[config.mk]
export PLATFORM = sky130hd
export DESIGN_NAME = id_accept_filter
export DESIGN_NICKNAME = d
export VERILOG_FILES = /design/src/rtl/id_accept_filter.sv
export SDC_FILE = /design/constraint.sdc
export NUM_CORES = 1
export LEC_CHECK = 0
export BUFFER_PORTS_ARGS = -buffer_cell sky130_fd_sc_hd__buf_4
export CORE_ASPECT_RATIO = 1.4
export CORE_MARGIN = 2
export CORE_UTILIZATION = 49
export DETAILED_ROUTE_END_ITERATION = 10
export GPL_ROUTABILITY_DRIVEN = 0
export HOLD_SLACK_MARGIN = 0.06
export PLACE_DENSITY = 0.76
export REMOVE_ABC_BUFFERS = 1
export SYNTH_ARGS = -nofsm -noshare
export SYNTH_HDL_FRONTEND = slang
export SYNTH_SLANG_ARGS = --single-unit
export TNS_END_PERCENT = 20
[constraint.sdc]
create_clock -name clk -period 2 [get_ports clk]
set_input_delay 0.3 -clock clk [delete_from_list [all_inputs] [get_ports clk]]
set_output_delay 0.3 -clock clk [all_outputs]
set_load 0.02 [all_outputs]
[src/rtl/id_accept_filter.sv]
module id_accept_filter #(
  parameter int BYTES  = 4,
  parameter int ID_W   = 29,
  parameter int DLC_W  = 4
) (
  input  logic             clk,
  input  logic             rst_n,
  input  logic             cfg_en,
  input  logic             wr_en,
  input  logic [2:0]       wr_addr,
  input  logic [7:0]       wr_data,
  input  logic             single_mode,
  input  logic             chk_req,
  input  logic             chk_ext,
  input  logic [ID_W-1:0]  chk_id,
  input  logic             chk_rtr,
  input  logic [DLC_W-1:0] chk_dlc,
  input  logic [7:0]       chk_db1,
  input  logic [7:0]       chk_db2,
  output logic             acc_out,
  output logic             acc_done
);
  localparam int W = 8 * BYTES;

  logic [7:0]   code_q [BYTES];
  logic [7:0]   mask_q [BYTES];
  logic [W-1:0] code_v, mask_v, msg_v, ign_v;
  logic         skip1, skip2, hit;

  always_ff @(posedge clk) begin
    if (!rst_n) begin
      for (int k = 0; k < BYTES; k++) begin
        code_q[k] <= 8'h00;
        mask_q[k] <= 8'hFF;
      end
    end else if (cfg_en && wr_en) begin
      if (wr_addr[2]) mask_q[wr_addr[1:0]] <= wr_data;
      else            code_q[wr_addr[1:0]] <= wr_data;
    end
  end

  for (genvar g = 0; g < BYTES; g++) begin : g_pack
    assign code_v[W-1-8*g -: 8] = code_q[g];
    assign mask_v[W-1-8*g -: 8] = mask_q[g];
  end

  assign skip1 = chk_rtr || (chk_dlc == '0);
  assign skip2 = chk_rtr || (chk_dlc < DLC_W'(2));

  always_comb begin
    if (chk_ext) begin
      msg_v = {chk_id, chk_rtr, 2'b00};
      ign_v = 32'h0000_0003;
    end else begin
      msg_v = {chk_id[ID_W-1 -: 11], chk_rtr, 4'h0, chk_db1, chk_db2};
      ign_v = 32'h000F_0000 | (skip1 ? 32'h0000_FF00 : 32'h0)
                            | (skip2 ? 32'h0000_00FF : 32'h0);
    end
  end

  assign hit = &(mask_v | ign_v | ~(msg_v ^ code_v));

  always_ff @(posedge clk) begin
    if (!rst_n) begin
      acc_out  <= 1'b0;
      acc_done <= 1'b0;
    end else begin
      acc_done <= chk_req;
      if (chk_req) acc_out <= !single_mode || hit;
    end
  end
endmodule


# Word-level counts from Yosys, hierarchy flattened
# Memories as Yosys holds them, arrays and structs flattened.
# Cells that the tools add are included.
# op_classes
n_bitwise,5
n_mux,19
reduce_logical,9
magnitude_cmp,1
# ops
cell,count
$or 32x32->32,2
$not 32->32,1
$reduce_and 32->1,1
$xor 32x32->32,1
$mux 8,3
$mux 21,1
$mux 20,1
$or 20x8->20,1
$mux 16,1
$reduce_or 8->1,2
$mux 1,11
$logic_not 4->1,1
$lt 4x2->1 const B,1
$mux 2,2
$logic_or 1x1->1,3
$logic_and 1x1->1,1
$logic_not 1->1,1
# totals
memories,2
regBits,2
ramBits,64
elab_cells,38
output_inout_bits,2
inputBits,68
# memory_table
memory,words,word_bits,read_ports,rd_clocked_by_memory_dff,write_ports,line_no,rtl
code_q,4,8,4,0,4,25,logic [7:0] code_q [BYTES];
mask_q,4,8,4,0,4,26,logic [7:0] mask_q [BYTES];

# Logic depth before layout (Yosys ltp)
# Gate-level depths: netlist of the first run.
# logic_depth
word_depth,9
ltp_mapped,8
depth_no_buf,6

# Least setup slack after synthesis of the first run
# No wires, ideal clock.
# synth_path
path_type,input to register
startpoint,input chk_ext
endpoint,register acc_out
setup_slack_ns,0.070
arrival_ns,1.871
t_required_ns,1.941
n_path_buf,1
stages,7
setup_ns,0.059
cell_sequence,buf_6 > mux2i_1 > xor2_1 > o22ai_1 > or4_4 > o41ai_2 > a22o_1
# synth_via
elab_chain_len,6
# synth_rtl
item,line_no,rtl
from (decl),14,"input logic chk_ext,"
$mux 21,51,if (chk_ext) begin
$xor 32x32->32,61,assign hit = &(mask_v | ign_v | ~(msg_v ^ code_v));
$not 32->32,61,
$or 32x32->32 *,61,
$reduce_and 32->1 *,61,
$logic_or 1x1->1 *,69,if (chk_req) acc_out <= !single_mode || hit;
to (signal assigned),69,
to (decl),20,"output logic acc_out,"
# Every way passes the cells marked *; elsewhere a longest branch is shown, timed or not.
# A chain may end at the register's enable or synchronous reset.

==> results of run 1 <==
worst max-delay path by stage:
| stage | end | slack, ns | depth (start not counted) |
|---|---|---|---|
| detailed placement | acc_out | -0.17 | 8 |
| global route | acc_out | 0.1 | 5 |
| finish | acc_out | 0.20 | 5 |
| floorplan | mask_q[1][0] | 0.13 | 2 |
| CTS | acc_out | 0.16 | 5 |
| global placement | acc_out | -0.05 | 8 |
per-stage QoR:
step / instance area (sq um) / utilization
floorplan: 3110 / -
global placement: 3820 / 0.615
detailed placement: 3820 / 0.615
CTS: 4000 / 0.644
global route: 4000 / 0.644
finish: 4000 / 0.644
power groups by stage:
stage                     sequential [W]  clock, W  combinational [W]
after global placement           0.00166         0           0.000367
final                            0.00163   0.00100           0.000370
after floorplan                  0.00165         0           0.000165
after CTS                        0.00163   0.00102           0.000375
after detailed placement         0.00166         0           0.000372
after global routing             0.00164   0.00107           0.000402
final cells by class:
cell class	instances	area, sq um	area share
Clock buffer	12	135	0.0338
Sequential cell	66	1960	0.491
Timing Repair Buffer	83	623	0.156
Multi-Input combinational cell	160	1140	0.285
Tap cell	72	90.1	0.0225
Clock inverter	4	42.5	0.0106
Inverter	2	7.51	0.00188
logic make-up after synthesis:
kind of cell / count (synthesis) / synth area share
flip-flops: 66 / 0.624
XOR/XNOR: 32 / 0.0892
buffers and inverters: 9 / 0.0135
AND/OR/NAND/NOR: 84 / 0.164
multiplexers: 15 / 0.0478
AO/OA/AOI/OAI: 29 / 0.0609
flip-flops by register name, indices dropped and copies added, names as in the netlist:
signal and flops:
code_q 32, mask_q 32, acc_done 1, acc_out 1
layout by cell type (no fill, tap or decap), types with 7 or more instances in the layout:
cell type                   n
sky130_fd_sc_hd__buf_4     83
sky130_fd_sc_hd__edfxtp_1  64
sky130_fd_sc_hd__and2_1    25
sky130_fd_sc_hd__or3_1     17
sky130_fd_sc_hd__xnor2_1   17
sky130_fd_sc_hd__mux2i_1   15
sky130_fd_sc_hd__xor2_1    15
sky130_fd_sc_hd__o22ai_1   13
sky130_fd_sc_hd__clkbuf_8   9
sky130_fd_sc_hd__or2_2      8
sky130_fd_sc_hd__and3_1     8
sky130_fd_sc_hd__or2_1      8
sky130_fd_sc_hd__o21ai_0    7
per-layer routing:
layer | routed length [um] | up-vias
met1 | 2530 | 993
li1 | - | 1045
met5 | 0 | -
met2 | 3350 | 78
met3 | 406 | 14
met4 | 175 | 0
==> reports/metrics.yaml, run 1 <==
place_hpwl_um: 4720
groute.layer.met3.usage: 0.0266
postCtsSetupBuffers: 0
timing.critical_path.arrival_ns: 2.07
combinational_power_share: 0.123
rows: 34
numCtsBuffers: 9
seqPwrFrac: 0.543
synth.avg_cell_area_sq_um: 13.4
ir_worst_vdd_mv: 0.600
cp-start-kind: "flip-flop"
ys_seq_elements: 66
timing.setup.critical_path_class: "flip-flop to flip-flop"
post-route-worst-setup-slack_ns: 0.199
power.leakage_nw: 1.56
num_io_pins: 70
worst_r2r_end: "acc_out"
final_cell_count_no_fill: 399
ys_seq_area_frac: 0.624
setup-tns-final_ns: 0
min-delay-path-class: "input pin to flip-flop"
ctsHoldBuffers: 0
intPower_w: 0.00236
hold_path.startpoint: "chk_req"
worst_clock_skew_ns: 0.00429
initial_core_util: 0.506
clkTransAtPathRegs_ns: 0.06
place.detailed.instances: 383
crit_family: "compound AO/OA/AOI/OAI gates"
yosys-top-cells-area: "sky130_fd_sc_hd__edfxtp_1, sky130_fd_sc_hd__and2_1, sky130_fd_sc_hd__mux2i_1"
first_pass_grt_wire_length_um: 10200
ys_top_cells_by_count: "sky130_fd_sc_hd__edfxtp_1, sky130_fd_sc_hd__and2_1, sky130_fd_sc_hd__or3_1, sky130_fd_sc_hd__xnor2_1"
htreeDepth: 3
final_layout_size_suffix_gt1_frac: 0.318
routed_wirelength_um: 6460
required_ns: 2.27
root_buffer: "sky130_fd_sc_hd__clkbuf_8"
dr.first_iter.drc_count: 90
yosys_most_used_dff: "sky130_fd_sc_hd__edfxtp_1"
worstRegToRegCells: 5
number_of_fill_cells_in_the_layout: 497
cts_tree: "yes"
grt_setup_unrepaired: "no"
number_of_global_route_vias_before_repair: 2122
drtAntennaViolNets: 0
globalRoute.totalOverflow: 0
r2r-start: "code_q[2][6]"
routed_via_density: 5.34
worstSkewPairLatency_ns: 0.33
maximum_root_to_sink_buffer_count: 2
antenna_cells_inserted: 0
slew-limit-headroom: 0.731
clock-sinks: 66
first_pass_iters: 4
reg2reg_setup_slack_ns: 0.20
routed_wire_length_per_instance_um: 16.2
hold_depth: 2
postSynthCellCount: 235
timing.critical_path.slowest_stage_cell: "sky130_fd_sc_hd__or4_4"
min_to: "acc_done"
number_of_hold_violations_in_the_final_report: 0
finish.net_count: 390
dieArea_sq_um: 7080
setup_viol: 0
beginning_of_the_critical_path: "code_q[2][6]"
gr-usage-met1: 0.229
synth_async_reset_ratio: 0
min_period_over_period: 0.901
synthDominantAreaCellType: "sky130_fd_sc_hd__edfxtp_1"
dieWidth_um: 71.7
grt_use_total: 0.193
grt_start_max_net_pins: 26
power_density_nw_per_um2: 751
dr_vias: 2130
synthMostInstantiatedCell: "sky130_fd_sc_hd__edfxtp_1"
synth_area_sq_um: 3140
count_of_flip_flops_with_a_built_in_enable_after_synthesis: 64
finalWorstPathRequiredPeriod_ns: 1.80
pre_cts_slack_ns: -0.172
synth.top_cell.area_share: 0.612
maxSlewViolCount: 0
tightest_pin_transition_ns: 0.404
crit_buf_inv: 0
critical_path_peak_fanout: 2
power.clock.fraction: 0.334
synth_cell_type_count: 33
clock.fmax_ghz: 0.555
max_cap_violations: 0
yosysWarnings: 0
synthToLayoutAreaGrowth_pct: 27.2
placeableCoreArea_sq_um: 6210
critical_path.max_stage_delay_ns: 0.56
holdWs_ns: 0.233
tot_pwr_w: 0.00300
power.switching_fraction: 0.213
total_switching_power_w: 0.000638
chipHeight_um: 98.7
run_status: "completed"
antenna_found_initial: 0
critical_path.endpoint_type: "flip-flop"
gr-max-usage-layer: "met2"
post_cts_sizing: 0
grt.met2_usage: 0.329
critical_path.cell_chain: "xor2_1 > o22ai_1 > or4_4 > o41ai_2 > a22o_1"
drt_drc_violations_left: 0
io_buffer_count: 69
(Power assumes the default switching activity.)
==> run 2: changes to the inputs <==
RECOVER_POWER = 100   (was default)
==> run 2 against run 1 <==
  * Setup slack barely moved
  * Cell count is the same
  * Routed wire length is 0.36% higher
  * First-iteration DRC count increased by 4.4%
  * Combinational power is 3% lower
  * Flip-flop and latch count stayed put
  * Non-clock buffer count is the same
  * Largest cell class unchanged
  * Largest power group unchanged
  * Sequential share of layout area up 0.64 points
  * Global-route usage stayed put
  * Critical endpoint unchanged
  * Final area fell by 1.3%
==> reports/metrics.yaml, run 2 (synthesis gave the netlist of run 1 again) <==
run_status: "completed"
slew-limit-headroom: 0.617
critical_path.max_stage_delay_ns: 0.56
finalWorstPathRequiredPeriod_ns: 1.80
post_cts_sizing: 0
maximum_root_to_sink_buffer_count: 2
reg2reg_setup_slack_ns: 0.20
clock-sinks: 66
synthToLayoutAreaGrowth_pct: 25.6
r2r-start: "code_q[2][6]"
postCtsSetupBuffers: 0
antenna_found_initial: 0
worstRegToRegCells: 5
layout_top_registers: "code_q x32, mask_q x32"
power_density_nw_per_um2: 758
dieArea_sq_um: 7080
globalRoute.totalOverflow: 0
num_io_pins: 70
worstSkewPairLatency_ns: 0.33
max_cap_violations: 0
initial_core_util: 0.506
routed_wire_length_per_instance_um: 16.3
io_buffer_count: 69
first_pass_grt_wire_length_um: 10200
drtAntennaViolNets: 0
mostFrequentLayoutCells: "sky130_fd_sc_hd__buf_4, sky130_fd_sc_hd__edfxtp_1, sky130_fd_sc_hd__and2_0, sky130_fd_sc_hd__or3_1, sky130_fd_sc_hd__xnor2_1"
grt_start_max_net_pins: 26
cts_tree: "yes"
timing.critical_path.slowest_stage_cell: "sky130_fd_sc_hd__or4_4"
worst_r2r_end: "acc_out"
min-delay-path-class: "input pin to flip-flop"
place.detailed.instances: 383
routed_wirelength_um: 6490
critical_path.endpoint_type: "flip-flop"
multi_input_area_sq_um: 1140
ctsHoldBuffers: 0
cp-start-kind: "flip-flop"
routed_via_density: 5.40
dr_vias: 2154
power.leakage_nw: 1.49
maxSlewViolCount: 0
dr.first_iter.drc_count: 94
finish.net_count: 390
antenna_cells_inserted: 0
hold_depth: 2
final_cell_count_no_fill: 399
setup_viol: 0
first_pass_iters: 4
timing.setup.critical_path_class: "flip-flop to flip-flop"
grt_setup_unrepaired: "no"
critical_path.cell_chain: "xor2_1 > o22ai_1 > or4_4 > o41ai_2 > a22o_1"
dieWidth_um: 71.7
number_of_global_route_vias_before_repair: 2122
clock.fmax_ghz: 0.555
chipHeight_um: 98.7
timing.critical_path.arrival_ns: 2.07
number_of_fill_cells_in_the_layout: 510
placeableCoreArea_sq_um: 6210
final_layout_size_suffix_gt1_frac: 0.278
min_period_over_period: 0.901
numCtsBuffers: 9
drt_drc_violations_left: 0
critical_path_peak_fanout: 2
required_ns: 2.27
min_to: "acc_done"
rows: 34
place_hpwl_um: 4720
area.sequential_sq_um: 1960
hold_path.startpoint: "chk_req"
number_of_hold_violations_in_the_final_report: 0
htreeDepth: 3
ir_worst_vdd_mv: 0.602
layout_commonest_cell: "sky130_fd_sc_hd__buf_4"
clkTransAtPathRegs_ns: 0.06
grt_use_total: 0.193
tightest_pin_transition_ns: 0.574
worst_clock_skew_ns: 0.00460
setup-tns-final_ns: 0
root_buffer: "sky130_fd_sc_hd__clkbuf_8"
## run 2: changes by cell type in the layout (fill, tap and decap cells not counted), sizes merged
| cell | change |
|---|---|
| clkbuf | +14 |
| buf | -14 |
## run 2: how the worst max path moves through the flow
stage                             from      endpoint  slack, ns  cells past startpoint
after floorplan                 cfg_en  mask_q[1][0]       0.13                      2
after global placement         chk_ext       acc_out      -0.05                      8
after detailed placement       chk_ext       acc_out      -0.17                      8
after CTS                 code_q[2][6]       acc_out       0.16                      5
after global routing             rst_n  mask_q[1][4]       0.08                      5
final                     code_q[2][6]       acc_out       0.20                      5
## run 2: worst max-delay path: cells and delay by family, from the launching register on
kind             cells  cell delay, ns
XOR/XNOR             1            0.17
flip-flops           1            0.39
AND/OR/NAND/NOR      1            0.56
AO/OA/AOI/OAI        3            0.63
## run 2: stage by stage
stage                     power (W)   util  area [sq um]  setup slack [ns]  hold WS (ns)
after floorplan             0.00182      -          3110             0.130         0.433
after global placement      0.00202  0.615          3820           -0.0460         0.579
after detailed placement    0.00203  0.615          3820            -0.172         0.569
after CTS                   0.00303  0.644          4000             0.161         0.223
after global routing        0.00310  0.635          3950            0.0781         0.268
final                       0.00299  0.635          3950             0.198         0.249
## run 2: layer usage
layer / global-route usage / wire [um] / vias up / part of all wire
met2: 0.329 / 3370 / 99 / 0.52
li1: - / - / 1048 / -
met5: 0 / 0 / - / 0
met4: 0.115 / 184 / 0 / 0.028
met3: 0.0266 / 454 / 14 / 0.070
met1: 0.229 / 2480 / 993 / 0.38
## run 2: where the power goes
group          switching (W)  leakage [nW]  total (W)  internal, W
clock               0.000436        0.0894    0.00100     0.000566
combinational       0.000173         0.758   0.000359     0.000186
sequential         0.0000300         0.644    0.00163      0.00160
## run 2: area by class of cell
cell class / count / share of cell area
Clock buffer: 12 / 0.0342
Tap cell: 72 / 0.0228
Clock inverter: 4 / 0.0108
Inverter: 2 / 0.00190
Multi-Input combinational cell: 160 / 0.288
Timing Repair Buffer: 83 / 0.145
Sequential cell: 66 / 0.497
